$ cat src/rtl/asu_pkg.sv
package asu_pkg;
  localparam int unsigned BitCy = 7;
  localparam int unsigned BitAc = 6;
  localparam int unsigned BitF0 = 5;
  localparam int unsigned BitRsHi = 4;
  localparam int unsigned BitRsLo = 3;
  localparam int unsigned BitOv = 2;
  localparam int unsigned BitF1 = 1;
  localparam int unsigned BitPar = 0;

  typedef enum logic [2:0] {
    OpAdd  = 3'd0,
    OpAddc = 3'd1,
    OpSubb = 3'd2,
    OpMul  = 3'd3,
    OpDiv  = 3'd4
  } asu_op_e;

  typedef struct packed {
    logic arith;
    logic withCarry;
    logic subtract;
    logic mul;
    logic div;
  } asu_strobe_t;
endpackage

$ cat src/rtl/asu_ctrl.sv
module asu_ctrl
  import asu_pkg::*;
(
  input  logic        opValid,
  input  logic [2:0]  opCode,
  output asu_strobe_t stb
);
  always_comb begin
    stb = '0;
    if (opValid) begin
      unique case (opCode)
        OpAdd:   stb.arith = 1'b1;
        OpAddc:  begin stb.arith = 1'b1; stb.withCarry = 1'b1; end
        OpSubb:  begin stb.arith = 1'b1; stb.withCarry = 1'b1; stb.subtract = 1'b1; end
        OpMul:   stb.mul = 1'b1;
        OpDiv:   stb.div = 1'b1;
        default: stb = '0;
      endcase
    end
  end
endmodule

$ cat src/rtl/asu_datapath.sv
module asu_datapath
  import asu_pkg::*;
#(
  parameter int unsigned W = 8,
  parameter int unsigned BankRegs = 8
) (
  input  logic                           clk,
  input  logic                           rstN,
  input  asu_strobe_t                    stb,
  input  logic [W-1:0]                   operand,
  input  logic                           accWrEn,
  input  logic [W-1:0]                   accWrData,
  input  logic                           bWrEn,
  input  logic [W-1:0]                   bWrData,
  input  logic                           pswWrEn,
  input  logic [7:0]                     pswWrData,
  output logic [W-1:0]                   accOut,
  output logic [W-1:0]                   bOut,
  output logic [7:0]                     pswOut,
  output logic [$clog2(BankRegs)+1:0]    bankBase
);
  localparam int unsigned Half = W / 2;
  localparam int unsigned Shift = $clog2(BankRegs);

  logic [W-1:0] accQ, bQ;
  logic cyQ, acQ, ovQ, f0Q, f1Q;
  logic [1:0] rsQ;

  logic carryIn, cOut, hOut, vOut, divZero;
  logic [W-1:0] addend, quot, rem;
  logic [W:0] sumWide;
  logic [Half:0] nibWide;
  logic [2*W-1:0] product;

  always_comb begin
    addend  = stb.subtract ? ~operand : operand;
    carryIn = stb.subtract ? ~(stb.withCarry & cyQ) : (stb.withCarry & cyQ);
    sumWide = {1'b0, accQ} + {1'b0, addend} + {{W{1'b0}}, carryIn};
    nibWide = {1'b0, accQ[Half-1:0]} + {1'b0, addend[Half-1:0]} + {{Half{1'b0}}, carryIn};
    cOut    = sumWide[W] ^ stb.subtract;
    hOut    = nibWide[Half] ^ stb.subtract;
    vOut    = (accQ[W-1] == addend[W-1]) && (sumWide[W-1] != accQ[W-1]);
    product = {{W{1'b0}}, accQ} * {{W{1'b0}}, bQ};
    divZero = (bQ == '0);
    quot    = divZero ? accQ : accQ / bQ;
    rem     = divZero ? bQ : accQ % bQ;
  end

  always_ff @(posedge clk or negedge rstN) begin
    if (!rstN) begin
      accQ <= '0; bQ <= '0;
      cyQ <= 1'b0; acQ <= 1'b0; ovQ <= 1'b0;
      f0Q <= 1'b0; f1Q <= 1'b0; rsQ <= 2'b00;
    end else begin
      if (accWrEn) accQ <= accWrData;
      if (bWrEn) bQ <= bWrData;
      if (pswWrEn) begin
        cyQ <= pswWrData[BitCy];
        acQ <= pswWrData[BitAc];
        f0Q <= pswWrData[BitF0];
        rsQ <= pswWrData[BitRsHi:BitRsLo];
        ovQ <= pswWrData[BitOv];
        f1Q <= pswWrData[BitF1];
      end
      if (stb.arith) begin
        accQ <= sumWide[W-1:0];
        cyQ <= cOut; acQ <= hOut; ovQ <= vOut;
      end else if (stb.mul) begin
        accQ <= product[W-1:0];
        bQ <= product[2*W-1:W];
        cyQ <= 1'b0; acQ <= 1'b0;
        ovQ <= |product[2*W-1:W];
      end else if (stb.div) begin
        accQ <= quot; bQ <= rem;
        cyQ <= 1'b0; acQ <= 1'b0;
        ovQ <= divZero;
      end
    end
  end

  assign accOut = accQ;
  assign bOut = bQ;
  assign pswOut = {cyQ, acQ, f0Q, rsQ, ovQ, f1Q, ^accQ};
  assign bankBase = {rsQ, {Shift{1'b0}}};
endmodule

$ cat src/rtl/arith_status_unit.sv
module arith_status_unit
  import asu_pkg::*;
(
  input  logic       clk,
  input  logic       rstN,
  input  logic       opValid,
  input  logic [2:0] opCode,
  input  logic [7:0] operand,
  input  logic       accWrEn,
  input  logic [7:0] accWrData,
  input  logic       bWrEn,
  input  logic [7:0] bWrData,
  input  logic       pswWrEn,
  input  logic [7:0] pswWrData,
  output logic [7:0] accOut,
  output logic [7:0] bOut,
  output logic [7:0] pswOut,
  output logic [4:0] bankBase
);
  asu_strobe_t stb;

  asu_ctrl u_ctrl (.opValid(opValid), .opCode(opCode), .stb(stb));

  asu_datapath #(.W(8), .BankRegs(8)) u_dp (
    .clk(clk), .rstN(rstN), .stb(stb), .operand(operand),
    .accWrEn(accWrEn), .accWrData(accWrData),
    .bWrEn(bWrEn), .bWrData(bWrData),
    .pswWrEn(pswWrEn), .pswWrData(pswWrData),
    .accOut(accOut), .bOut(bOut), .pswOut(pswOut), .bankBase(bankBase)
  );
endmodule

$ cat config.mk
export PLATFORM = sky130hd
export DESIGN_NAME = arith_status_unit
export DESIGN_NICKNAME = d
export VERILOG_FILES = /design/src/rtl/asu_pkg.sv /design/src/rtl/asu_ctrl.sv /design/src/rtl/asu_datapath.sv /design/src/rtl/arith_status_unit.sv
export SDC_FILE = /design/constraint.sdc
export NUM_CORES = 1
export LEC_CHECK = 0
export ABC_AREA = 1
export BUFFER_PORTS_ARGS = -buffer_cell sky130_fd_sc_hd__buf_4
export CORE_MARGIN = 2
export CORE_UTILIZATION = 35
export CTS_CLUSTER_DIAMETER = 50
export DETAILED_ROUTE_END_ITERATION = 8
export PLACE_DENSITY_LB_ADDON = 0.05
export SYNTH_ARGS = -nofsm -noshare
export SYNTH_HDL_FRONTEND = slang
export SYNTH_HIERARCHICAL = 1
export SYNTH_SLANG_ARGS = --single-unit
$ cat constraint.sdc
create_clock -name clk -period 22.2 [get_ports clk]
set_clock_uncertainty 0.15 [all_clocks]
set_input_delay 2.22 -clock clk [delete_from_list [all_inputs] [get_ports clk]]
set_output_delay 2.22 -clock clk [all_outputs]
set_load 0.01 [all_outputs]
Yosys cells after proc, flatten, opt, wreduce, memory -nomap -nowiden
Cells that the tools add are included.

word-level totals
  register bits after elaboration = 23
  word-level logic and storage cells = 67
  output and inout bits = 29

operators by class
  add/subtract/negate cells = 4
  muxes and demuxes = 30
  equal/unequal tests = 7
  reduce and logical (&&, ||, !) cells = 10
  bitwise logic cells = 5
  $mul = 1
  divide/modulo/power cells = 2

operator list
  operator                                       count
  2-to-1 mux 8 bit                               11
  2-to-1 mux 1 bit                               18
  multiplier 8 x 8 -> 16 bit                     1
  adder 8 x 8 -> 9 bit                           1
  adder 9 x 1 -> 9 bit                           1
  divider 8 x 8 -> 8 bit                         1
  zero test 8 bit                                1
  remainder unit 8 x 8 -> 8 bit                  1
  inverter 8 bit                                 1
  nonzero test 4 bit                             2
  OR reduction 8 bit                             1
  XOR reduction 8 bit                            1
  == test 3 x 2 -> 1 bit, second input constant  2
  adder 4 x 4 -> 5 bit                           1
  adder 5 x 1 -> 5 bit                           1
  2-to-1 mux 5 bit                               1
  inequality test 4 bit, second input constant   1
  == test 3 x 1 -> 1 bit, second input constant  1
  == test 3 bit, second input constant           1
  zero test 3 bit                                1
  OR reduction 3 bit                             1
  AND reduction 2 bit                            1
  OR reduction 2 bit                             1
  XOR 1 bit                                      2
  5 further kinds                                5

Longest topological paths before layout
Gate-level depths: netlist of run 1.

  depth after elaboration = 11
  gate-level depth with buffers = 79
  depth with buffers taken out = 78

By module
Netlist of run 1, hierarchy kept.

by module, submodules not included
  module        cells an instance  area each (um^2)  times used
  asu_datapath  894                6065.8            1
  asu_ctrl      14                 58.8              1

Worst setup path before layout of run 1
No wires, ideal clock.

  kind = register to register
  start point = register u_dp.bQ[0], in the netlist u_dp/bOut[0]
  end point = register u_dp.bQ[1], in the netlist u_dp/bOut[1]
  path slack = 12.722 ns
  library setup time = 0.128 ns
  required time = 21.922 ns
  arrival = 9.200 ns
  clock period less this slack = 9.478 ns
  cell stages (with the launch flop) = 62
  cell sequence = dfrtp_1 -> inv_1 -> ha_1 -> o21ai_1 -> nor2_2 -> nand2_1 -> o21ai_0 -> ha_1 -> o21ai_0 -> nand2_1 -> nand2_2 -> or2_1 -> nand2_1 -> ha_1 -> nand2_1 -> nand2_1 -> nand3_1 -> nand2_1 -> (+26 left out) -> nand2_1 -> and2_1 -> ha_1 -> inv_1 -> nor4_1 -> nand4_1 -> nand3_2 -> inv_2 -> or2_1 -> o21a_1 -> fa_1 -> o21ai_0 -> nand2_1 -> nand3_1 -> buf_2 -> a21oi_1 -> o21ai_2 -> a211oi_2

on the way
  word-level cells in the longest chain between the ends = 5

ends and longest elaborated chain
  element                        line                RTL
  start, declared                asu_datapath.sv:25  logic [W-1:0] accQ, bQ;
  start signal, assigned         asu_datapath.sv:56  if (bWrEn) bQ <= bWrData;
  start signal, assigned         asu_datapath.sv:70  bQ <= product[2*W-1:W];
  start signal, assigned         asu_datapath.sv:74  accQ <= quot; bQ <= rem;
  remainder unit 8 x 8 -> 8 bit  asu_datapath.sv:46  rem = divZero ? bQ : accQ % bQ;
  2-to-1 mux 8 bit               asu_datapath.sv:46
  2-to-1 mux 8 bit               asu_datapath.sv:73  end else if (stb.div) begin
  2-to-1 mux 8 bit               asu_datapath.sv:68  end else if (stb.mul) begin
  2-to-1 mux 8 bit               asu_datapath.sv:65  if (stb.arith) begin

Several ways; a longest one is shown, not always the timed one. The select of a mux whose other input is x is not followed.
A chain may end at the register's enable or synchronous reset.

Worst setup path after layout of run 1
  start point = register u_dp.bQ[1], in the netlist u_dp/bOut[1]
  end point = register u_dp.bQ[7], in the netlist u_dp/bOut[7]

The elaborated chain is that of the path after synthesis.

==> results of run 1 <==
per-layer routing:
| layer | up-vias | part of all wire, % | routed length, um |
|---|---|---|---|
| li1 | 2960 | - | - |
| met1 | 2713 | 48 | 8940 |
| met2 | 86 | 48 | 9000 |
| met3 | 11 | 2.7 | 494 |
| met4 | 0 | 0.67 | 125 |
| met5 | - | 0 | 0 |
worst max-delay path by stage:
stage / start / endpoint / slack [ns]
3_5_place_dp: u_dp/bOut[1]$_DFFE_PN0P_ / u_dp/bOut[7]$_DFFE_PN0P_ / 10.91
5_1_grt: u_dp/bOut[1]$_DFFE_PN0P_ / u_dp/bOut[7]$_DFFE_PN0P_ / 9.82
4_1_cts: u_dp/bOut[1]$_DFFE_PN0P_ / u_dp/bOut[7]$_DFFE_PN0P_ / 10.88
3_3_place_gp: u_dp/bOut[1]$_DFFE_PN0P_ / u_dp/bOut[7]$_DFFE_PN0P_ / 10.84
6_report: u_dp/bOut[1]$_DFFE_PN0P_ / u_dp/bOut[7]$_DFFE_PN0P_ / 10.98
2_1_floorplan: u_dp/bOut[0]$_DFFE_PN0P_ / u_dp/bOut[1]$_DFFE_PN0P_ / 12.72
state kept, by name, summed over array words and instances, names as in the netlist:
register,flops
u_dp/acQ,1
u_dp/accOut,8
u_dp/bOut,8
u_dp/cyQ,1
u_dp/f0Q,1
u_dp/f1Q,1
u_dp/ovQ,1
u_dp/rsQ,2
through the flow:
stage	util, %	area, um^2	std cells	hold slack (ns)
3_3_place_gp	39.2	6740	1169	0.318
4_1_cts	39.7	6820	1173	0.331
5_1_grt	39.7	6820	1173	0.370
6_report	39.7	6820	1173	0.332
2_1_floorplan	-	6130	910	0.293
3_5_place_dp	39.2	6740	1169	0.314
cell usage in the layout (no fill, tap or decap), types with 4 or more instances in the layout:
| cell | netlist | final |
|---|---|---|
| buf_4 | 11 | 72 |
| nand2_2 | 5 | 5 |
| fa_1 | 39 | 39 |
| inv_1 | 161 | 161 |
| nor3_1 | 5 | 5 |
| dfrtp_1 | 23 | 23 |
| o21ai_2 | 6 | 6 |
| xnor2_1 | 17 | 17 |
| o211ai_1 | 5 | 5 |
| nor2_1 | 44 | 44 |
| o21ai_0 | 53 | 53 |
| or2_2 | 7 | 7 |
| inv_2 | 5 | 5 |
| nor2_2 | 5 | 5 |
| a21oi_1 | 67 | 67 |
| nand3_1 | 36 | 36 |
| xor2_1 | 29 | 29 |
| o21ai_1 | 9 | 9 |
| nand3_2 | 8 | 8 |
| nand4_1 | 5 | 5 |
| nand2_1 | 210 | 210 |
| or2_1 | 4 | 4 |
| ha_1 | 88 | 88 |
kinds of logic (layout without fill, tap and decap cells):
| logic type | after synthesis | in the layout | synth area share, % |
|---|---|---|---|
| AO/OA/AOI/OAI | 167 | 167 | 15.5 |
| XOR/XNOR | 46 | 46 | 6.58 |
| adder cells (fa/ha/maj) | 127 | 127 | 30.7 |
| buffers and inverters | 207 | 245 | 13.9 |
| flip-flops | 23 | 23 | 9.40 |
| multiplexers | 1 | 1 | 0.163 |
| other | 1 | 3 | 0.0612 |
| AND/OR/NAND/NOR | 336 | 336 | 23.7 |
worst register-to-register path: cells and delay by family, from the launching register on:
family,cells,cell delay (ns)
AND/OR/NAND/NOR,39,4.67
adder cells (fa/ha/maj),7,2.24
AO/OA/AOI/OAI,12,2.08
buffers and inverters,7,1.11
flip-flops,1,0.71
XOR/XNOR,1,0.16
area by class of cell:
class | instances | area, um^2
Clock inverter | 1 | 7.51
Inverter | 169 | 634
Sequential cell | 23 | 576
Clock buffer | 3 | 75.1
Tap cell | 225 | 282
Timing Repair Buffer | 72 | 541
Fill cell | 1931 | 10400
Multi-Input combinational cell | 680 | 4710
==> impl_metrics.yaml, run 1 <==
outcome:
  status: "completed"
place:
  gp_congestion: 0.868
  pre_cts_slack_ns: 10.91
  io_buffer_count: 65
  hpwl_um: 14700
detailed_routing:
  vias: 5770
  wl_per_cell_um: 15.8
  wirelength_um: 18600
  route.detailed.drc: 0
  viasPerCell: 4.92
  ant_nets: 0
  dr.pass1.iters: 5
  drt-initial-drc-count: 387
worst_setup_path:
  worst_path_largest_cell_delay_ns: 0.71
  r2r_slack_ns: 10.98
  required_ns: 22.21
  cp_max_fo: 13
  cp-start-kind: "flop"
  path_buf_inv: 7
  crit_top_cell: "nand2_1"
  r2r_cells: 66
  crit_slowest_cell: "dfrtp_1"
  cp.depth: 66
  reg2reg_to: "u_dp/bOut[7]$_DFFE_PN0P_"
  arrival_ns: 11.24
  path_delay_family: "simple AND/OR/NAND/NOR gates"
  critical_path_class: "flop to flop"
  r2r_start: "u_dp/bOut[1]$_DFFE_PN0P_"
  endpoint_kind: "flop"
logic_synthesis:
  yosys_warnings: 6
  synth_common_cells: "nand2_1 (210), inv_1 (161), ha_1 (88)"
  yosysUniqueCellTypes: 48
  ys_seq_area_share_pct: 9.40
  synth.area.top_cells: "ha_1 (18%), nand2_1 (13%), fa_1 (13%)"
  yosysTopAreaCell: "ha_1"
  ys_ff_latch: 23
  async_flop_share_pct: 100
  synth_area_per_cell_um2: 6.75
  synth_top_area_share_pct: 18.0
  synth-edff-count: 0
  ys.flop_type: "dfrtp_1"
  synth_cells: 908
  syn_area_um2: 6120
  yosysMostFrequentCell: "nand2_1"
sta:
  finalSetupViolCount: 0
  period_share_pct: 50.6
  max_freq_ghz: 0.0891
  slew_headroom_pct: 23.4
  rsz0062_at_grt: "no"
  setup_ws_ns: 10.98
  tightest_slew_ns: 1.15
  maxSlewViolCount: 0
  fin_setup_tns_ns: 0
  hold_violations: 0
  min_period_ns: 11.22
clocking:
  clockRootBuffer: "clkbuf_16"
  cts_sinks: 23
  post_cts.repair.setup_buffers: 0
  cts_resized: 0
  holdBufCountCts: 0
  path_clk_slew_ns: 0.07
  clockBufferDepth: 2
  worst_skew_pair.late_latency_ns: 0.27
  htreeDepth: 1
  cts_buffers: 3
  cts_tree: "done"
die:
  die_w_um: 136
  boundaryPins: 70
  rows: 48
  die_h_um: 136
  core_um2: 17200
  start_util_pct: 35.7
  dieArea_um2: 18600
finish:
  area_growth_pct: 11.4
  drive_above_1_share_pct: 12.3
  nets: 1117
  diodes: 0
hold_path:
  hp-class: "flop to flop"
  holdCritStartpoint: "u_dp/f1Q$_DFFE_PN0P_"
  worst_hold_path.endpoint: "u_dp/f1Q$_DFFE_PN0P_"
  min_delay_path_depth: 2
grt:
  grt_pass1_wl_um: 30000
  grt_use_total_pct: 20.7
  grt.met3_usage_pct: 1.64
  grt_max_degree: 25
  grt.busiest_layer: "met2"
  antenna_found_initial: 0
  use_met1_pct: 28.4
  gr-usage-met2_pct: 36.8
  grt_pass1_vias: 5700
  overflow: 0
run:
  drv_cap: 0
Power of run 1 is left out: the tool's default activity adds up to more than one toggle a clock period on the data nets, which glitch-free logic cannot reach.
==> run 2: changes to the inputs <==
Clock period 22.2 ns to 10.4 ns, I/O delays scaled along.
==> run 2 against run 1 <==
  * Critical path depth is the same
  * Via count grew 0.76%
  * Clock-buffer cell count is the same
  * Global-route usage grew 0.13 points
  * Setup slack lost 10 ns
  * First-iteration DRC count shrank 21%
  * Die area is the same
  * Core utilization grew 2.3 points
  * Worst hold slack is essentially flat
  * Design area grew 5.8%
  * Critical path type unchanged
==> impl_metrics.yaml, run 2 (synthesis gave the netlist of run 1 again) <==
grt:
  overflow: 0
  grt_pass1_wl_um: 30000
  grt_pass1_vias: 5664
  grt_use_total_pct: 20.9
  grt_max_degree: 25
  antenna_found_initial: 0
finish:
  design_area_um2: 7220
  diodes: 0
  nets: 1144
  fill_cells: 1876
  final_cell_mix: "nand2_1 (207), inv_1 (160), buf_4 (99)"
  drive_above_1_share_pct: 17.0
  area_growth_pct: 17.8
  fin_cells: 1200
  layout_commonest_cell: "nand2_1"
sta:
  max_freq_ghz: 0.105
  tightest_slew_ns: 1.12
  hold_violations: 0
  setup_ws_ns: 0.846
  maxSlewViolCount: 0
  min_period_ns: 9.55
  slew_headroom_pct: 25.0
  fin_setup_tns_ns: 0
  period_share_pct: 91.9
  finalSetupViolCount: 0
clocking:
  htreeDepth: 1
  path_clk_slew_ns: 0.07
  worst_skew_pair.late_latency_ns: 0.27
  holdBufCountCts: 0
  clockBufferDepth: 2
  cts_buffers: 3
  cts_sinks: 23
  cts_tree: "done"
  clockRootBuffer: "clkbuf_16"
die:
  die_w_um: 136
  die_h_um: 136
  start_util_pct: 35.7
  boundaryPins: 70
  core_um2: 17200
  rows: 48
  dieArea_um2: 18600
place:
  placed_cells: 1190
  gp_congestion: 0.866
  io_buffer_count: 65
  pre_cts_slack_ns: 0.229
  placed_area_um2: 6900
  hpwl_um: 15000
detailed_routing:
  drt-initial-drc-count: 307
  route.detailed.drc: 0
  wirelength_um: 18700
  vias: 5814
  wl_per_cell_um: 15.6
  dr.pass1.iters: 5
  viasPerCell: 4.85
  ant_nets: 0
worst_setup_path:
  crit_slowest_cell: "dfrtp_1"
  endpoint_kind: "flop"
  critical_path_class: "flop to flop"
  required_ns: 10.46
  cp_max_fo: 8
  cp-start-kind: "flop"
  worst_path_largest_cell_delay_ns: 0.39
  arrival_ns: 9.61
  crit_top_cell: "nand2_1"
run:
  drv_cap: 0
outcome:
  status: "completed"
hold_path:
  hp-class: "flop to flop"
-- run 2: cell count changes in the layout (fill, tap and decap cells not counted), sizes merged --
cell | previous run | this run
buf | 72 | 99
-- run 2: metal layers --
layer	vias to the layer above	share of wire (%)	GRT usage, %
met3	14	2.6	1.19
met4	0	1.1	2.66
met5	-	0	0
met2	85	48	36.0
met1	2709	49	29.4
li1	3006	-	-
-- run 2: cell type report --
type	instances	area [um^2]	area share (%)
Multi-Input combinational cell	680	4890	67.8
Tap cell	225	282	3.90
Sequential cell	23	576	7.98
Clock inverter	1	7.51	0.104
Inverter	169	639	8.86
Timing Repair Buffer	99	743	10.3
Clock buffer	3	75.1	1.04
-- run 2: what timing repair did --
item	CTS	global route
gates resized for setup	0	37
buffers inserted	0	6
endpoints found under the setup margin	0	9
-- run 2: critical path: cells and delay by family (launching register included) --
family | cells | cell delay (ns)
and+or+nand+nor | 35 | 3.83
AOI/OAI and AO/OA | 15 | 1.96
adders and majority gates | 8 | 2.23
DFF | 1 | 0.39
xor gates and xnor gates | 1 | 0.16
buffers and inverters | 7 | 0.72
-- run 2: stage by stage --
stage	utilization [%]	hold slack, ns
floorplan	-	0.293
global placement	40.2	0.309
detailed placement	40.2	0.315
CTS	40.6	0.331
global route	42.0	0.365
finish	42.0	0.332
-- run 2: path summary, 6_finish.rpt --
| check | from | to | slack [ns] | cells past startpoint |
|---|---|---|---|---|
| hold reg to reg | u_dp/f0Q$_DFFE_PN0P_ | u_dp/f0Q$_DFFE_PN0P_ | 0.33 | 2 |
| setup reg to reg | u_dp/accOut[7]$_DFFE_PN0P_ | u_dp/bOut[7]$_DFFE_PN0P_ | 0.85 | 66 |
| min in group asynchronous | rstN | u_dp/rsQ[0]$_DFFE_PN0P_ | 0.52 | 1 |
| setup / recovery | u_dp/accOut[7]$_DFFE_PN0P_ | u_dp/bOut[7]$_DFFE_PN0P_ | 0.85 | 66 |
| max in group asynchronous | rstN | u_dp/cyQ$_DFFE_PN0P_ | 9.32 | 1 |
| hold / removal | u_dp/f0Q$_DFFE_PN0P_ | u_dp/f0Q$_DFFE_PN0P_ | 0.33 | 2 |
Power of run 2 is left out for the same reason.
==> run 3: changes to the inputs <==
Settings changed: SYNTH_HIERARCHICAL 1 to unset.
==> run 3 against run 2 <==
  * Clock-buffer cell count unchanged
  * Setup slack worse by 0.033 ns
  * Core utilization increased by 0.63 points
  * Fmax fell by 0.34%
  * Worst hold slack worse by 0.00056 ns
  * Sequential share of layout area fell by 0.23 points
  * Register-to-register slack worse by 0.03 ns
  * Via count is 2.2% higher
  * Area after synthesis increased by 2.4%
  * Global-route usage increased by 0.35 points
  * Cell count up 3.1%
  * Design area rose by 2.9%
  * Largest cell class unchanged
  * Highest routed layer unchanged
==> impl_metrics.yaml, run 3 <==
sta:
  hold_violations: 0
  maxSlewViolCount: 0
  slew_headroom_pct: 37.3
  min_period_ns: 9.59
  finalSetupViolCount: 0
  hold_ws_ns: 0.331
  period_share_pct: 92.2
  tightest_slew_ns: 0.932
  rsz0062_at_grt: "no"
  max_freq_ghz: 0.104
  fin_setup_tns_ns: 0
outcome:
  status: "completed"
logic_synthesis:
  synth_top_area_share_pct: 17.6
  yosys_warnings: 0
  async_flop_share_pct: 100
  ys.flop_type: "dfrtp_1"
  yosysTopAreaCell: "ha_1"
  synth_area_per_cell_um2: 6.74
  synth.area.top_cells: "ha_1 (18%), nand2_1 (14%), fa_1 (12%)"
  ys_seq_area_share_pct: 9.18
  synth_cells: 931
  yosysUniqueCellTypes: 48
  syn_area_um2: 6270
  yosysMostFrequentCell: "nand2_1"
  synth-edff-count: 0
  ys_ff_latch: 23
  synth_common_cells: "nand2_1 (234), inv_1 (162), ha_1 (88)"
finish:
  diodes: 0
  final_cell_mix: "nand2_1 (232), inv_1 (160), buf_4 (112)"
  fill_cells: 1910
  regArea_um2: 576
  drive_above_1_share_pct: 18.8
  layout_commonest_cell: "nand2_1"
  nets: 1181
  area_growth_pct: 18.4
  multi_input_area_um2: 5000
worst_setup_path:
  endpoint_kind: "flop"
  required_ns: 10.45
  crit_top_cell: "nand2_1"
  crit_slowest_cell: "dfrtp_1"
  cp-start-kind: "flop"
  arrival_ns: 9.63
  cp_max_fo: 8
  critical_path_class: "flop to flop"
  worst_path_largest_cell_delay_ns: 0.39
detailed_routing:
  wl_per_cell_um: 15.8
  dr.pass1.iters: 5
  wirelength_um: 19600
  vias: 5943
  viasPerCell: 4.80
  drt-initial-drc-count: 355
  route.detailed.drc: 0
  ant_nets: 0
clocking:
  path_clk_slew_ns: 0.07
  cts_tree: "done"
  worst_skew_pair.late_latency_ns: 0.26
  holdBufCountCts: 0
  clockRootBuffer: "clkbuf_16"
  cts_buffers: 3
  clockBufferDepth: 2
  htreeDepth: 1
  cts_sinks: 23
place:
  hpwl_um: 15900
  gp_congestion: 0.813
  io_buffer_count: 65
grt:
  grt_pass1_vias: 5557
  overflow: 0
  grt_max_degree: 24
  grt_pass1_wl_um: 30800
  grt_use_total_pct: 21.2
  antenna_found_initial: 0
run:
  drv_cap: 0
die:
  core_um2: 17400
  rows: 48
  dieArea_um2: 19000
  die_h_um: 138
  start_util_pct: 36.0
  die_w_um: 138
  boundaryPins: 70
hold_path:
  hp-class: "flop to flop"
==> run 3: changes by cell type after synthesis, sizes merged, moves of 3 or more <==
cell    change
a21oi      -12
inv         +3
nor2        +4
nand3      +12
o21ai       -4
xnor2       -5
clkinv      -3
and2        +6
or2         -3
nand3b      +3
nand2      +26
==> run 3: area by class of cell <==
| class | instances | share of cell area, % |
|---|---|---|
| inverters | 169 | 8.68 |
| repair buffers | 112 | 11.3 |
| multi-input cells | 704 | 67.4 |
| clock buffers | 3 | 1.01 |
| flip-flops and latches | 23 | 7.75 |
| well taps | 225 | 3.79 |
| clock inverters | 1 | 0.0674 |
==> run 3: kinds of logic after synthesis <==
group	count (synthesis)	synth area share [%]
and+or+nand+nor	388	27.9
buffers and inverters	206	13.8
AOI/OAI and AO/OA	144	13.1
adders and majority gates	127	30.0
xor gates and xnor gates	42	5.87
DFF	23	9.18
other	1	0.0598
==> run 3: repair_timing <==
item / CTS / global route
gates resized for setup: 0 / 39
setup buffers: 0 / 9
setup endpoints to repair: 0 / 9
==> run 3: worst paths after layout <==
check / from / to / slack, ns / depth (start not counted)
min reg2reg: u_dp.f0Q$_DFFE_PN0P_ / u_dp.f0Q$_DFFE_PN0P_ / 0.33 / 2
min in group asynchronous: rstN / u_dp.accOut[0]$_DFFE_PN0P_ / 0.53 / 1
max in group asynchronous: rstN / u_dp.accOut[4]$_DFFE_PN0P_ / 9.30 / 1
min: u_dp.f0Q$_DFFE_PN0P_ / u_dp.f0Q$_DFFE_PN0P_ / 0.33 / 2
max reg2reg: u_dp.accOut[7]$_DFFE_PN0P_ / u_dp.bOut[2]$_DFFE_PN0P_ / 0.81 / 65
max: u_dp.accOut[7]$_DFFE_PN0P_ / u_dp.bOut[2]$_DFFE_PN0P_ / 0.81 / 65
==> run 3: per-layer routing <==
metal | wire length (um) | GRT usage (%)
met1 | 10300 | 33.8
met4 | 142 | 1.98
met5 | 0 | 0
met2 | 8300 | 32.2
met3 | 803 | 1.39
==> run 3: metrics by stage <==
step           util [%]  std cells  cell area, um^2  worst slack, ns
4_1_cts            41.3       1228             7180            0.356
5_1_grt            42.6       1237             7430           0.0468
3_3_place_gp       40.8       1224             7100            0.479
2_1_floorplan         -        933             6280             1.03
6_report           42.6       1237             7430            0.813
3_5_place_dp       40.8       1224             7100            0.425
==> run 3: worst max-delay path: cells and delay by family (launching register included) <==
family	cells	cell delay [ns]
compound gates	11	1.63
fa+ha+maj	8	2.37
buf+inv	13	1.26
flops	1	0.39
simple gates	33	3.71
Power of run 3 is left out for the same reason.
